<file path="config.mk">
export PLATFORM = sky130hd
export DESIGN_NAME = amp_bringup_ctrl
export DESIGN_NICKNAME = d
export VERILOG_FILES = /design/src/rtl/amp_seq_pkg.sv /design/src/rtl/amp_seq_fsm.sv /design/src/rtl/amp_sync_div.sv /design/src/rtl/amp_fault_stretch.sv /design/src/rtl/amp_bringup_ctrl.sv
export SDC_FILE = /design/constraint.sdc
export NUM_CORES = 1
export LEC_CHECK = 0
export BUFFER_PORTS_ARGS = -buffer_cell sky130_fd_sc_hd__buf_4
export CAP_MARGIN = 30
export CORE_MARGIN = 5
export CORE_UTILIZATION = 56
export CTS_CLUSTER_SIZE = 10
export DETAILED_ROUTE_END_ITERATION = 7
export PLACE_DENSITY = 0.8
export SETUP_SLACK_MARGIN = 0.1
export SLEW_MARGIN = 25
export SYNTH_ARGS = -nofsm -noshare
export SYNTH_HDL_FRONTEND = slang
export SYNTH_HIERARCHICAL = 1
export SYNTH_SLANG_ARGS = --single-unit
export TNS_END_PERCENT = 10
</file>
<file path="constraint.sdc">
create_clock -name clk -period 2.6 [get_ports clk]
set_input_delay 0.65 -clock clk [delete_from_list [all_inputs] [get_ports clk]]
set_output_delay 0.65 -clock clk [all_outputs]
set_load 0.02 [all_outputs]
</file>
<file path="src/rtl/amp_seq_pkg.sv">
package amp_seq_pkg;

  typedef enum logic [2:0] {
    SQ_IDLE  = 3'd0,
    SQ_PARK  = 3'd1,
    SQ_CLKON = 3'd2,
    SQ_WAITA = 3'd3,
    SQ_WAITB = 3'd4,
    SQ_RUN   = 3'd5
  } seq_state_t;

endpackage

</file>
<file path="src/rtl/amp_seq_fsm.sv">
module amp_seq_fsm
  import amp_seq_pkg::*;
#(
  parameter int DAC_W  = 10,
  parameter int SEL_W  = 3,
  parameter int SETTLE = 25000
) (
  input  logic             clk,
  input  logic             rst_n,
  input  logic             start_req,
  input  logic [SEL_W-1:0] div_sel_req,
  input  logic [1:0]       stop_req,
  input  logic [1:0]       dac_wr,
  input  logic [DAC_W-1:0] dac_wdata_a,
  input  logic [DAC_W-1:0] dac_wdata_b,
  output logic [DAC_W-1:0] dac_code_a,
  output logic [DAC_W-1:0] dac_code_b,
  output logic [SEL_W-1:0] div_sel,
  output logic [1:0]       shdn,
  output logic [1:0]       shdn_next,
  output logic             ready
);

  localparam int CW = $clog2(SETTLE + 1);
  localparam logic [DAC_W-1:0] MIDCODE = DAC_W'(1) << (DAC_W - 1);
  localparam logic [CW-1:0]    LAST    = CW'(SETTLE - 1);

  seq_state_t       st_q, st_d;
  logic [CW-1:0]    cnt_q, cnt_d;
  logic [SEL_W-1:0] hold_q, hold_d;
  logic [SEL_W-1:0] sel_q, sel_d;
  logic [1:0]       sd_q, sd_d;
  logic [DAC_W-1:0] ca_q, ca_d, cb_q, cb_d;
  logic             wr_open;

  always_comb begin
    st_d   = st_q;
    cnt_d  = cnt_q;
    hold_d = hold_q;
    sel_d  = sel_q;
    sd_d   = sd_q;
    ca_d   = ca_q;
    cb_d   = cb_q;
    wr_open = (st_q == SQ_IDLE) || (st_q == SQ_RUN);
    if (wr_open && dac_wr[0]) ca_d = dac_wdata_a;
    if (wr_open && dac_wr[1]) cb_d = dac_wdata_b;
    case (st_q)
      SQ_IDLE: begin
        if (start_req && (div_sel_req != '0)) begin
          hold_d = div_sel_req;
          st_d   = SQ_PARK;
        end
      end
      SQ_PARK: begin
        ca_d = MIDCODE;
        cb_d = MIDCODE;
        st_d = SQ_CLKON;
      end
      SQ_CLKON: begin
        sel_d = hold_q;
        cnt_d = '0;
        st_d  = SQ_WAITA;
      end
      SQ_WAITA: begin
        if (cnt_q == LAST) begin
          cnt_d = '0;
          sd_d  = 2'b00;
          st_d  = SQ_WAITB;
        end else begin
          cnt_d = cnt_q + 1'b1;
        end
      end
      SQ_WAITB, SQ_RUN: begin
        sd_d = sd_q | stop_req;
        if (sd_d == 2'b11) begin
          sel_d = '0;
          cnt_d = '0;
          st_d  = SQ_IDLE;
        end else if (st_q == SQ_WAITB) begin
          if (cnt_q == LAST) begin
            cnt_d = '0;
            st_d  = SQ_RUN;
          end else begin
            cnt_d = cnt_q + 1'b1;
          end
        end
      end
      default: begin
        st_d  = SQ_IDLE;
        sel_d = '0;
        sd_d  = 2'b11;
      end
    endcase
  end

  always_ff @(posedge clk or negedge rst_n) begin
    if (!rst_n) begin
      st_q   <= SQ_IDLE;
      cnt_q  <= '0;
      hold_q <= '0;
      sel_q  <= '0;
      sd_q   <= 2'b11;
      ca_q   <= MIDCODE;
      cb_q   <= MIDCODE;
    end else begin
      st_q   <= st_d;
      cnt_q  <= cnt_d;
      hold_q <= hold_d;
      sel_q  <= sel_d;
      sd_q   <= sd_d;
      ca_q   <= ca_d;
      cb_q   <= cb_d;
    end
  end

  assign dac_code_a = ca_q;
  assign dac_code_b = cb_q;
  assign div_sel    = sel_q;
  assign shdn       = sd_q;
  assign shdn_next  = sd_d;
  assign ready      = (st_q == SQ_RUN);

  AST_PARK_BEFORE_CLK: assert property (@(posedge clk) disable iff (!rst_n)
    ($past(sel_q) == '0 && sel_q != '0) |-> (ca_q == MIDCODE && cb_q == MIDCODE));
  AST_CLK_OFF_IN_SHDN: assert property (@(posedge clk) disable iff (!rst_n)
    (sel_q == '0) |-> (sd_q == 2'b11));
  AST_READY_NEEDS_RELEASE: assert property (@(posedge clk) disable iff (!rst_n)
    ready |-> (sd_q != 2'b11));
  AST_SHDN_STICKY: assert property (@(posedge clk) disable iff (!rst_n)
    (ready && stop_req[0]) |=> shdn[0]);

endmodule

</file>
<file path="src/rtl/amp_sync_div.sv">
module amp_sync_div #(
  parameter int SEL_W = 3
) (
  input  logic             clk,
  input  logic             rst_n,
  input  logic [SEL_W-1:0] sel,
  output logic             sync_clk
);

  logic [SEL_W-1:0] cnt_q, cnt_d;
  logic             out_q, out_d;
  logic [SEL_W:0]   half;
  logic [SEL_W:0]   cnt_inc;

  always_comb begin
    half    = ({1'b0, sel} + (SEL_W+1)'(2)) >> 1;
    cnt_inc = {1'b0, cnt_q} + 1'b1;
    if (sel == '0) begin
      cnt_d = '0;
      out_d = 1'b0;
    end else if (cnt_q == sel) begin
      cnt_d = '0;
      out_d = 1'b1;
    end else begin
      cnt_d = cnt_inc[SEL_W-1:0];
      out_d = (cnt_inc < half);
    end
  end

  always_ff @(posedge clk or negedge rst_n) begin
    if (!rst_n) begin
      cnt_q <= '0;
      out_q <= 1'b0;
    end else begin
      cnt_q <= cnt_d;
      out_q <= out_d;
    end
  end

  assign sync_clk = out_q;

  AST_SYNC_LOW_WHEN_OFF: assert property (@(posedge clk) disable iff (!rst_n)
    (sel == '0) |=> !sync_clk);
  AST_DIV_CNT_BOUND: assert property (@(posedge clk) disable iff (!rst_n)
    (sel != '0) |-> (cnt_q <= sel));

endmodule

</file>
<file path="src/rtl/amp_fault_stretch.sv">
module amp_fault_stretch #(
  parameter int STRETCH = 125
) (
  input  logic clk,
  input  logic rst_n,
  input  logic raw,
  input  logic mask,
  output logic flag
);

  localparam int FW = $clog2(STRETCH + 1);

  logic [FW-1:0] cnt_q, cnt_d;

  always_comb begin
    if (mask)               cnt_d = '0;
    else if (raw)           cnt_d = FW'(STRETCH);
    else if (cnt_q != '0)   cnt_d = cnt_q - 1'b1;
    else                    cnt_d = cnt_q;
  end

  always_ff @(posedge clk or negedge rst_n) begin
    if (!rst_n) cnt_q <= '0;
    else        cnt_q <= cnt_d;
  end

  assign flag = (cnt_q != '0);

  AST_FAULT_MASKED: assert property (@(posedge clk) disable iff (!rst_n)
    mask |=> !flag);
  AST_FAULT_RAISES: assert property (@(posedge clk) disable iff (!rst_n)
    (raw && !mask) |=> flag);

endmodule

</file>
<file path="src/rtl/amp_bringup_ctrl.sv">
module amp_bringup_ctrl #(
  parameter int CLK_MHZ   = 250,
  parameter int SETTLE_US = 100,
  parameter int FAULT_NS  = 500,
  parameter int DAC_W     = 10,
  parameter int SEL_W     = 3
) (
  input  logic             clk,
  input  logic             rst_n,
  input  logic             start_req,
  input  logic [SEL_W-1:0] div_sel_req,
  input  logic [1:0]       stop_req,
  input  logic [1:0]       dac_wr,
  input  logic [DAC_W-1:0] dac_wdata_a,
  input  logic [DAC_W-1:0] dac_wdata_b,
  input  logic [1:0]       fault_raw,
  input  logic             fault_irq_en,
  output logic [DAC_W-1:0] dac_code_a,
  output logic [DAC_W-1:0] dac_code_b,
  output logic [SEL_W-1:0] div_sel,
  output logic             sync_clk,
  output logic [1:0]       shdn,
  output logic             ready,
  output logic [1:0]       fault_flag,
  output logic             fault_irq
);

  localparam int SETTLE  = CLK_MHZ * SETTLE_US;
  localparam int STRETCH = (CLK_MHZ * FAULT_NS + 999) / 1000;

  logic [1:0] shdn_next;

  amp_seq_fsm #(.DAC_W(DAC_W), .SEL_W(SEL_W), .SETTLE(SETTLE)) u_fsm (
    .clk         (clk),
    .rst_n       (rst_n),
    .start_req   (start_req),
    .div_sel_req (div_sel_req),
    .stop_req    (stop_req),
    .dac_wr      (dac_wr),
    .dac_wdata_a (dac_wdata_a),
    .dac_wdata_b (dac_wdata_b),
    .dac_code_a  (dac_code_a),
    .dac_code_b  (dac_code_b),
    .div_sel     (div_sel),
    .shdn        (shdn),
    .shdn_next   (shdn_next),
    .ready       (ready)
  );

  amp_sync_div #(.SEL_W(SEL_W)) u_div (
    .clk      (clk),
    .rst_n    (rst_n),
    .sel      (div_sel),
    .sync_clk (sync_clk)
  );

  for (genvar ch = 0; ch < 2; ch++) begin : g_fault
    amp_fault_stretch #(.STRETCH(STRETCH)) u_fs (
      .clk   (clk),
      .rst_n (rst_n),
      .raw   (fault_raw[ch]),
      .mask  (shdn_next[ch]),
      .flag  (fault_flag[ch])
    );
  end

  assign fault_irq = fault_irq_en & (|fault_flag);

  AST_IRQ_NEEDS_ENABLE: assert property (@(posedge clk) disable iff (!rst_n)
    fault_irq |-> fault_irq_en);

endmodule

</file>
After elaboration in Yosys (flattened, before gate mapping)
Cells that the tools add are included.

Bits in registers: 64. Latch bits: 0. Bits in writable memories: 0. Memory bits (read-only): 0. Input bits: 33. Output and inout bits: 30. Word-level logic and storage cells: 83. Memories kept: 0.

Add/sub/neg operators: 5. Multipliers: 0. Divide/modulo/power cells: 0. $lt $le $gt $ge: 1. Equal/unequal tests: 13. Shifts and indexed selects: 0. Mux-type cells: 28. Bitwise gates (word level): 3. Reductions and logical operators: 22.

Operators by type and width (number): 2-to-1 mux 15 bit (3); case mux 15 bit (3 select lines) (1); 2-to-1 mux 7 bit (6); 2-to-1 mux 10 bit (4); 2-to-1 mux 3 bit (8); adder 15 x 1 -> 15 bit (second input constant) (1); equality test 15 bit (second input constant) (1); case mux 3 bit (5 select lines) (1); nonzero test 7 bit (2); subtractor 7 x 1 -> 7 bit (second input constant) (2); nonzero test 3 bit (4); case mux 3 bit (3 select lines) (1); equality test 3 x 2 -> 1 bit (second input constant) (2); equality test 3 bit (second input constant) (2); logical NOT 3 bit (2); inequality test 3 x 1 -> 1 bit (second input constant) (2); case mux 2 bit (3 select lines) (1); AND reduction 2 bit (3); OR reduction 3 bit (2); adder 3 x 1 -> 4 bit (second input constant) (1); adder 3 x 2 -> 4 bit (second input constant) (1); < comparator 4 x 3 -> 1 bit (1); inequality test 2 x 1 -> 1 bit (second input constant) (2); AND reduction 4 bit (1); 13 further kinds (18).

Depth between registers and ports, before layout
Depth after elaboration: 5. Mapped depth: 8. Depth with buffers taken out: 6.

By module
Netlist, hierarchy kept.

By module, submodules not included: amp_seq_fsm (instances 1, cells each 222, area each 2479.9 um^2, seq. area each 1156.1 um^2); amp_fault_stretch (instances 2, cells each 40, area each 392.9 um^2, seq. area each 175.2 um^2); amp_sync_div (instances 1, cells each 38, area each 334.1 um^2, seq. area each 100.1 um^2); amp_bringup_ctrl (instances 1, cells each 1, area each 7.5 um^2, seq. area each 0.0 um^2).

Worst setup path after synthesis
Ideal clock, no wire load.

Path kind: reg2reg. Start point: register u_fsm.cnt_q[0]. End point: register g_fault[0].u_fs.cnt_q[1]. Setup time: 125 ps. Arrival time: 1923 ps. Data required time: 2475 ps. Slack: 551 ps. Cell stages (with the launch flop): 9. Path buffers: 2. Clock period less this slack: 2049 ps. Path through: dfrtp_1 -> ha_1 -> and4bb_1 -> nand4_2 -> buf_6 -> buf_8 -> o21ai_0 -> o21ai_0 -> a2111oi_0.

Longest elaborated chain between the ends: 4. Elaborated cells on any way between the ends: 5. Classes of those cells: 1 x eq/ne; 3 x mux; 1 x reduce/logical.

Ends and longest elaborated chain: start: declaration (line amp_seq_fsm.sv:29) `logic [CW-1:0] cnt_q, cnt_d;`; start signal: assignment (line amp_seq_fsm.sv:107) `cnt_q <= cnt_d;`; equality test 15 bit * (line amp_seq_fsm.sv:65) `if (cnt_q == LAST) begin`; 2-to-1 mux 2 bit * (line amp_seq_fsm.sv:65); case mux 2 bit (3 select lines) * (line amp_seq_fsm.sv:47) `case (st_q)`; named net shdn_next[0] (line amp_bringup_ctrl.sv:31) `logic [1:0] shdn_next;`; nonzero test 3 bit (no line) or 2-to-1 mux 7 bit (tied branches); end signal: assignment (line amp_fault_stretch.sv:24) `else cnt_q <= cnt_d;`; end: declaration (line amp_fault_stretch.sv:13) `logic [FW-1:0] cnt_q, cnt_d;`.

The timed path passes the listed nets; every way through them passes the cells marked *. A chain may end at the register's enable or synchronous reset.

Worst setup path in the final report
Start point: register g_fault[0].u_fs.cnt_q[1]. End point: output port fault_irq.

Longest elaborated chain between the ends: 3.

Ends and longest elaborated chain: nonzero test 7 bit (line amp_fault_stretch.sv:27) `assign flag = (cnt_q != '0);`; OR reduction 2 bit (line amp_bringup_ctrl.sv:67) `assign fault_irq = fault_irq_en & (|fault_flag);`; AND 1 bit (line amp_bringup_ctrl.sv:67); end: declaration (line amp_bringup_ctrl.sv:25) `output logic fault_irq`.

Every way passes these cells.

==> summary.txt <==
STA
  • Setup TNS: 0 ns
  • Fin crit period: 2.381 ns
  • Max-slew headroom: 46.87%
  • Clock Skews: 0.007329 ns
  • Fin. Hold Viols: 0
  • Final worst path period share: 91.57%
  • Final setup violating endpoints: 0
  • Unrepaired setup endpoints after global routing: false
  • Top achievable clock speed: 0.4200 GHz
  • Slew @ Worst Pin: 0.7969 ns
  • Fin. max-slew vios: 0

Clock tree
  • Maximum root-to-sink buffer count: 2
  • Htree depth: 3
  • Clk Latency, worst-skew pair: 0.33 ns
  • Worst-path clk slew: 0.07 ns
  • Setup Buffers After CTS: 0
  • Clock sink count: 64
  • CTS tree: built
  • CTS buffer count: 9
  • Root buffer cell: clkbuf_8

Setup path
  • CP endpoint: fault_irq
  • FF-to-FF End: g_fault[0].u_fs/cnt_q[1]$_DFFE_PN0P_
  • WP buf/inv: 2
  • Crit path max fanout: 7
  • CP startpoint: g_fault[0].u_fs/cnt_q[1]$_DFFE_PN0P_
  • CP max stage cell: dfrtp_1
  • Crit path depth: 6
  • Worst EP arrival: 1.73 ns
  • Critical path's largest stage delay: 0.40 ns
  • Worst r2r src: u_fsm/cnt_q[0]$_DFFE_PN0P_
  • CP required: 1.95 ns
  • CP delay by family, top: flip-flops
  • Crit. End Element: output port
  • Worst reg2reg setup slack: 0.31 ns
  • Startpoint types: register
  • Reg2reg path depth: 7
  • Setup Crit Path Kind: register to output port
  • Cell Chain, Critical Path: inv_1 > ha_2 > nand2b_4 > nand2b_2 > o21a_1 > buf_4

GRT
  • GR Util met2: 30.30%
  • GRT Total Usage: 19.17%
  • GRT overflow: 0
  • Busiest grt layer: met2
  • Initial antenna violation count: 0
  • Largest net degree at the start of global routing: 65
  • First-pass GRT wire length: 13.19 mm
  • Vias in the first global route: 2857
  • Met1 usage: 24.77%
  • GR Layer Usage met3: 5.417%

Route
  • Vias: 2935
  • Routed len/inst: 16.61 microns
  • Drt first pass iters: 4
  • Drt initial violations: 157
  • Antenna-violating nets left: 0
  • Final wirelength: 7.939 mm
  • DR vias/cell: 6.140
  • DRC viols: 0

Power and ir drop
  • VDD IR max: 0.0004531 V
  • PD cells: 689.9 mW/mm^2
  • P_leak: 0.002046 uW

Die
  • Die H: 90.26 microns
  • Initial Utilization: 57.13%
  • Die area: 0.008147 sq mm
  • Core ar.: 0.006314 sq mm
  • # rows: 29
  • Number of primary I/O pins: 63
  • Die Wd: 90.26 microns

Flow run
  • Number of max-cap violations: 0

Final layout
  • Nets: 438
  • Final Util: 68.61%
  • Most frequent cells in the layout: 66 x buf_4, 60 x dfrtp_1, 24 x inv_1, 21 x a22o_1, 18 x o21ai_0
  • Number of diodes: 0
  • Most common cell after layout, fill and taps aside: buf_4
  • Layout area overhead: 20.08%
  • Share of cells above drive strength 1: 30.17%

Synth
  • Synth Cell Area: 0.003607 sq mm
  • Mapped Cells: 341
  • Synthesized area per cell: 10.58 sq um
  • Synth Flop Type: dfrtp_1
  • Synth Register Bits: 64
  • Post-synthesis sequential area ratio: 44.54%
  • Post-synth cell types: 70
  • Post-synth EDFFs: 0
  • Fraction of registers with async set/reset: 100.0%
  • Net Count, Synth: 383
  • YS warnings: 6

Placed design
  • IO Port Bufs: 62
  • Routability cong.: 0.8810
  • DP Wirelength: 5.517 mm

Worst hold path
  • Hold Crit Class: input port to async pin

Status
  • Outcome: finished, final reports clean
==> layer usage <==
layer,wire length [microns],share of wire (%),up-vias
met3,515,6.5,4
met4,73,0.92,0
met5,0,0,-
li1,-,-,1402
met2,3764,47,91
met1,3586,45,1438
==> layout make-up <==
type,instances,area [sq um]
Sequential cell,64,1607
Fill cell,492,1982
Tap cell,77,96.34
Timing Repair Buffer,66,495.5
Clock buffer,10,137.6
Inverter,25,93.84
Multi-Input combinational cell,230,1772
Clock inverter,6,130.1
==> worst min path at each step <==
stage | endpoint | cells past startpoint | start
detailed placement | u_fsm/dac_code_a[9]$_DFFE_PN1P_ | 2 | u_fsm/dac_code_a[9]$_DFFE_PN1P_
floorplan | g_fault[0].u_fs/cnt_q[0]$_DFFE_PN0P_ | 0 | rst_n
CTS | u_fsm/div_sel[1]$_DFFE_PN0P_ | 1 | rst_n
global route | u_fsm/dac_code_a[1]$_DFFE_PN0P_ | 1 | rst_n
global placement | u_fsm/dac_code_b[9]$_DFFE_PN1P_ | 2 | u_fsm/dac_code_b[9]$_DFFE_PN1P_
finish | u_fsm/dac_code_a[1]$_DFFE_PN0P_ | 1 | rst_n
==> registers in the layout, summed over array words and instances, names as in the netlist <==
name / count
u_div/cnt_q: 3
u_div/sync_clk: 1
u_fsm/st_q: 3
u_fsm/shdn: 2
u_fsm/hold_q: 3
u_fsm/cnt_q: 15
g_fault.u_fs/cnt_q: 14
u_fsm/dac_code_a: 10
u_fsm/div_sel: 3
u_fsm/dac_code_b: 10
==> repair_timing <==
item / 4_1_cts / 5_1_grt
endpoints found under the setup margin: 0 / 1
hold endpoints to repair: 0 / 0
resized for setup: 0 / 8
hold buffers: 0 / 0
==> worst register-to-register path: cells and delay by family, from the launching register on <==
family / cells / cell delay (ns)
buffers and inverters: 1 / 0.18
AND/OR/NAND/NOR: 2 / 0.57
adder cells (fa/ha/maj): 1 / 0.27
flip-flops: 1 / 0.40
AO/OA/AOI/OAI: 3 / 0.75
==> synth_stat cells (all sizes together) (8+ instances only) <==
| library cell | n | area share (%) |
|---|---|---|
| o21ai | 19 | 2.6 |
| buf | 17 | 4.1 |
| nor2 | 12 | 1.2 |
| ha | 9 | 3.1 |
| inv | 25 | 2.6 |
| a21oi | 12 | 1.7 |
| a32oi | 8 | 3.0 |
| o31ai | 11 | 3.0 |
| a22o | 21 | 5.1 |
| nand2b | 11 | 1.9 |
| dfrtp | 60 | 42 |
| nand2 | 16 | 1.7 |
==> power by group <==
group	internal [uW]	total (uW)	switching, uW
Clock	757	1130	370
Sequential	1120	1270	153
Combinational	301	594	293
==> kinds of logic after synthesis <==
logic type | after synthesis | share of synthesized area [%]
compound gates | 111 | 25.63
buf+inv | 47 | 7.319
xor+xnor | 8 | 1.942
simple gates | 97 | 15.96
flops | 64 | 44.54
mux | 3 | 0.9365
fa+ha+maj | 11 | 3.677
==> metrics by stage <==
step                      hold slack [ns]  cell area (sq um)  setup slack, ns  total power (uW)  cells
after floorplan                    0.3544               3607           0.5514              1679    341
after global placement             0.4627               4029           0.4375              1845    462
after detailed placement           0.4618               4029           0.3086              1877    462
after CTS                          0.4289               4297           0.1009              3012    478
after global routing               0.4709               4332           0.1147              3145    478
final                              0.3891               4332           0.2191              2988    478
Note: power is estimated with default switching activity, not from simulation.
